File: src/rtl/msel_pkg.sv
package msel_pkg;
  parameter int ADDR_W = 16;
  typedef logic [ADDR_W-1:0] addr_t;

  // Half-open window test [base, base+span), computed one bit wider to avoid wrap.
  function automatic logic in_window(addr_t a, addr_t base, logic [ADDR_W:0] span);
    logic [ADDR_W:0] ext_a;
    logic [ADDR_W:0] lim;
    ext_a = {1'b0, a};
    lim   = {1'b0, base} + span;
    return (ext_a >= {1'b0, base}) && (ext_a < lim);
  endfunction

  // A write strobe is seen on the bus only for even addresses in 16-bit mode.
  function automatic logic write_clears(addr_t a, logic wide_bus);
    return !(wide_bus && a[0]);
  endfunction

  // Space choice: boot override, window override, else fetch status.
  function automatic logic pick_space(logic boot, logic win, logic fetch);
    return boot | win | fetch;
  endfunction
endpackage

File: src/rtl/msel_sync.sv
module msel_sync #(
  parameter int          WIDTH   = 1,
  parameter int          STAGES  = 2,
  parameter logic [WIDTH-1:0] RST_VAL = '0
) (
  input  logic             clk,
  input  logic             arst_n,
  input  logic [WIDTH-1:0] d_i,
  output logic [WIDTH-1:0] q_o
);
  logic [WIDTH-1:0] chain [STAGES];

  for (genvar s = 0; s < STAGES; s++) begin : g_stage
    if (s == 0) begin : g_first
      always_ff @(posedge clk or negedge arst_n)
        if (!arst_n) chain[s] <= RST_VAL;
        else         chain[s] <= d_i;
    end else begin : g_next
      always_ff @(posedge clk or negedge arst_n)
        if (!arst_n) chain[s] <= RST_VAL;
        else         chain[s] <= chain[s-1];
    end
  end

  assign q_o = chain[STAGES-1];
endmodule

File: src/rtl/msel_boot_latch.sv
module msel_boot_latch (
  input  logic clk,
  input  logic srst_n,
  input  logic clr_i,
  output logic boot_o
);
  always_ff @(posedge clk or negedge srst_n)
    if (!srst_n)    boot_o <= 1'b1;
    else if (clr_i) boot_o <= 1'b0;
endmodule

File: src/rtl/msel_capture.sv
module msel_capture (
  input  logic clk,
  input  logic srst_n,
  input  logic cyc_vld_i,
  input  logic strobe_i,
  input  logic next_i,
  output logic capture_o,
  output logic space_o
);
  logic taken_q;

  assign capture_o = cyc_vld_i && strobe_i && !taken_q;

  always_ff @(posedge clk or negedge srst_n)
    if (!srst_n) begin
      taken_q <= 1'b0;
      space_o <= 1'b1;
    end else begin
      taken_q <= cyc_vld_i && (taken_q || strobe_i);
      if (capture_o) space_o <= next_i;
    end
endmodule

File: src/rtl/mem_space_sel.sv
module mem_space_sel #(
  parameter int                     SYNC_STAGES = 2,
  parameter logic [15:0]            WIN_BASE    = 16'h2000,
  parameter logic [16:0]            NARROW_SPAN = 17'h00080,
  parameter logic [16:0]            WIDE_SPAN   = 17'h02000
) (
  input  logic        clk,
  input  logic        rst_n,
  input  logic [15:0] addr_i,
  input  logic        fetch_i,
  input  logic        rd_n,
  input  logic        wr_n,
  input  logic        cyc_vld_i,
  input  logic        bus16_i,
  input  logic        wide_win_i,
  output logic        space_code_o
);
  import msel_pkg::*;

  localparam int STB_W = 2;

  logic             srst_n;
  logic [STB_W-1:0] stb_s;
  logic             rd_s, wr_s, wr_s_q;
  logic             wr_fall, clr_evt, strobe_act, win_hit, boot_q, next_space, capture;
  logic [16:0]      span_sel;

  msel_sync #(.WIDTH(1), .STAGES(SYNC_STAGES), .RST_VAL(1'b0)) u_rst_sync (
    .clk(clk), .arst_n(rst_n), .d_i(1'b1), .q_o(srst_n)
  );

  msel_sync #(.WIDTH(STB_W), .STAGES(SYNC_STAGES), .RST_VAL(2'b11)) u_stb_sync (
    .clk(clk), .arst_n(rst_n), .d_i({wr_n, rd_n}), .q_o(stb_s)
  );

  assign rd_s = stb_s[0];
  assign wr_s = stb_s[1];

  always_ff @(posedge clk or negedge srst_n)
    if (!srst_n) wr_s_q <= 1'b1;
    else         wr_s_q <= wr_s;

  assign wr_fall    = cyc_vld_i && wr_s_q && !wr_s;
  assign clr_evt    = wr_fall && write_clears(addr_i, bus16_i);
  assign strobe_act = !rd_s || !wr_s;
  assign span_sel   = wide_win_i ? WIDE_SPAN : NARROW_SPAN;
  assign win_hit    = in_window(addr_i, WIN_BASE, span_sel);

  msel_boot_latch u_boot (
    .clk(clk), .srst_n(srst_n), .clr_i(clr_evt), .boot_o(boot_q)
  );

  assign next_space = pick_space(boot_q, win_hit, fetch_i);

  msel_capture u_cap (
    .clk(clk), .srst_n(srst_n), .cyc_vld_i(cyc_vld_i), .strobe_i(strobe_act),
    .next_i(next_space), .capture_o(capture), .space_o(space_code_o)
  );
endmodule

File: config.mk
export PLATFORM = sky130hd
export DESIGN_NAME = mem_space_sel
export DESIGN_NICKNAME = d
export VERILOG_FILES = /design/src/rtl/msel_pkg.sv /design/src/rtl/msel_sync.sv /design/src/rtl/msel_boot_latch.sv /design/src/rtl/msel_capture.sv /design/src/rtl/mem_space_sel.sv
export SDC_FILE = /design/constraint.sdc
export NUM_CORES = 1
export LEC_CHECK = 0
export ABC_CLOCK_PERIOD_IN_PS = 1600
export CORE_AREA = 5 5 42 44
export CTS_BUF_LIST = sky130_fd_sc_hd__clkbuf_16
export CTS_CLUSTER_SIZE = 25
export DETAILED_ROUTE_END_ITERATION = 7
export DIE_AREA = 0 0 47 49
export GPL_ROUTABILITY_DRIVEN = 0
export MAX_ROUTING_LAYER = met4
export PLACE_DENSITY = 0.79
export SLEW_MARGIN = 20
export SYNTH_ARGS = -nofsm -noshare
export SYNTH_HDL_FRONTEND = slang
export SYNTH_SLANG_ARGS = --single-unit
export TNS_END_PERCENT = 10
File: constraint.sdc
create_clock -name clk -period 1.6 [get_ports clk]
set_input_delay 0.32 -clock clk [delete_from_list [all_inputs] [get_ports clk]]
set_output_delay 0.32 -clock clk [all_outputs]
set_load 0.005 [all_outputs]
==> results.ini <==
[clocking]
insertion_delay_ns = 0.23
cts_buffers = 3
clk_path_buf_depth = 2
cts_root_buf = clkbuf_16
path_clk_slew_ns = 0.04
cts_sinks = 10
tritoncts = yes
htreeDepth = 1

[final_layout]
fin_nets = 81
area_growth_pct = 76.5
multi_input_area_um2 = 168
area.sequential_um2 = 259
n_antenna_cell = 0
fillerInstances = 136
drive_gt1_share_pct = 29.6

[yosys]
synth_area_leader_cell = dfstp_2
syn_nets = 56
synth_edf_count = 0
synthAdderAreaFrac_pct = 6.10
synthXorXnorAreaFrac_pct = 0
syn_area_per_cell_um2 = 13.7
synth.area.mux_share_pct = 0
synth_async_sr_flop_share_pct = 100
synth_compound_area_share_pct = 15.9
ys_warn_count = 0
synth_flop_cell = dfstp_2
ys_seq_area_share_pct = 63.1
synth_seq_cells = 10
synth_commonest_cells = dfstp_2, dfrtp_1, nand2_1, nor2_1
synth_cells = 30
synthSimpleGateAreaFrac_pct = 13.1
synth.distinct_cells = 16
synth_area_leaders = dfstp_2, dfrtp_1, a2111oi_4, ha_1, o21a_1
syn_area_um2 = 410
synth_top_family_by_area = compound AO/OA/AOI/OAI gates
yosysTopAreaCellShare_pct = 44.8
yosysMostFrequentCell = dfstp_2

[worst_setup_path]
worstPathMaxFanout = 2
crit_required_ns = 1.28
cp-start-kind = flop
path_cells = clkdlybuf4s50_1
endpoint_kind = output pin
worstPathArrival_ns = 1.25
path_class = flop to output pin
slowest_stage = dfstp_2
cpLargestDelayFamily = flip-flops
slowest_delay_ns = 0.52
r2r_slack_ns = 0.58
cp.buffers_inverters = 1

[power]
power.leakage_nw = 0.306
irDropWorstVdd_v = 0.000732
powerDensity_nw_per_um2 = 1130

[sta]
fmax_mhz = 636
slew_violations = 0
setup_slack_ns = 0.0266
rsz0062_at_grt = no
setup_viol = 0
hold_violations = 0
fin_worst_skew_ns = 0.00411
period_minus_slack_ns = 1.57
tns_ns = 0
layout_worst_path_cycle_share_pct = 98.3

[floorplan]
dieHeight_um = 49
coreArea_um2 = 1400
rows = 14
dieWidth_um = 47
io-pin-count = 25
dieArea_um2 = 2300
start_util_pct = 29.3

[routing]
dr.pass1.iters = 1
drt-vias-per-instance = 4.59
via_count = 321
drt_iter0_drc = 0
wire_per_inst_um = 12.8
routed_wl_um = 893
detail-route-antenna-nets = 0
post-route-drc-count = 0

[placed_design]
port_buffers = 18
place_worst_setup_slack_ns = -0.428
hpwl_um = 708

[global_route]
antenna_found_initial = 0
grt_pass1_wl_mm = 1.27
grt_overflow = 0
grt_max_degree = 7
grtUsageTotal_pct = 8.19
first_global_vias = 359

[run_status]
status = finished, final reports clean

[flow_run]
maxCapViolCount = 0

[min_path]
hp-class = flop to async pin

[worst reg2reg max path, delay by kind of cell, from the launching register on]
family | cells | cell delay, ns
AO/OA/AOI/OAI | 1 | 0.18
flip-flops | 1 | 0.53
AND/OR/NAND/NOR | 2 | 0.24
[per-layer routing]
metal | vias up | part of all wire [%] | track usage, %
met4 | 0 | 3.8 | 8.29
met5 | - | 0 | -
met2 | 18 | 52 | 13.6
met3 | 4 | 11 | 2.58
li1 | 152 | - | -
met1 | 147 | 34 | 6.16
[power breakdown]
part / switching (mW) / internal, mW / total [mW]
Clock: 0.105 / 0.326 / 0.431
Sequential: 0.00691 / 0.277 / 0.284
Combinational: 0.0355 / 0.0673 / 0.103
[layout by cell type (no fill, tap or decap)]
cell,instances
o41ai_2,1
nor3_2,1
a31oi_1,1
dfrtp_1,3
nor2_1,3
a2111oi_4,1
and3b_1,1
clkinv_1,1
dlygate4sd2_1,2
ha_1,1
o21a_1,2
a21o_1,1
buf_4,2
dfstp_2,7
clkdlybuf4s50_1,15
nand3_1,1
ha_4,1
or4_1,1
inv_1,1
conb_1,1
clkbuf_16,3
nand2_1,3
dlymetal6s2s_1,1
[cells by family after synthesis]
logic type | after synthesis
adder cells (fa/ha/maj) | 2
AO/OA/AOI/OAI | 6
buffers and inverters | 1
flip-flops | 10
other | 1
AND/OR/NAND/NOR | 10
[sequential cells by signal (all words and copies together), names as in the netlist]
name	count
u_rst_sync.chain	1
u_stb_sync.q_o	2
u_cap.taken_q	1
wr_s_q	1
u_stb_sync.chain	2
u_boot.boot_o	1
u_rst_sync.q_o	1
u_cap.space_o	1
[path summary, 6_finish.rpt]
| path | from | to | cells past startpoint |
|---|---|---|---|
| setup / recovery | u_cap.space_o | space_code_o | 1 |
| hold / removal | u_rst_sync.q_o | u_cap.taken_q | 0 |
| setup reg to reg | u_stb_sync.q_o[1] | u_cap.space_o | 3 |
| hold reg to reg | u_rst_sync.q_o | u_cap.taken_q | 0 |
| max in group asynchronous | rst_n | u_stb_sync.q_o[0] | 1 |
| min in group clk | u_rst_sync.chain[1] | u_rst_sync.q_o | 0 |
[stage by stage]
step	area, um2	total power, mW	hold slack, ns	util (%)	std cells
finish	724	0.818	0.0507	51.7	70
global route	724	0.852	0.0614	51.7	70
CTS	722	0.833	0.0563	51.5	70
detailed placement	618	0.383	0.0526	44.1	65
global placement	618	0.378	0.0507	44.1	65
floorplan	410	0.317	0.0244	-	30
[timing repair]
action | CTS | global route
endpoints found under the setup margin | 1 | 1
resized for setup | 4 | 1
hold buffers | 0 | 0
pin swaps | 4 | 1
cloned | 0 | 0
setup buffers | 1 | 0
[final cells by class]
type	count	share of cell area (%)
sequential	10	35.8
clock inverter	1	0.518
inverter	1	0.518
multi-input combinational	19	23.1
clock buffer	3	10.4
tap	16	2.76
timing repair buffer	20	26.9
(Power assumes the default switching activity.)
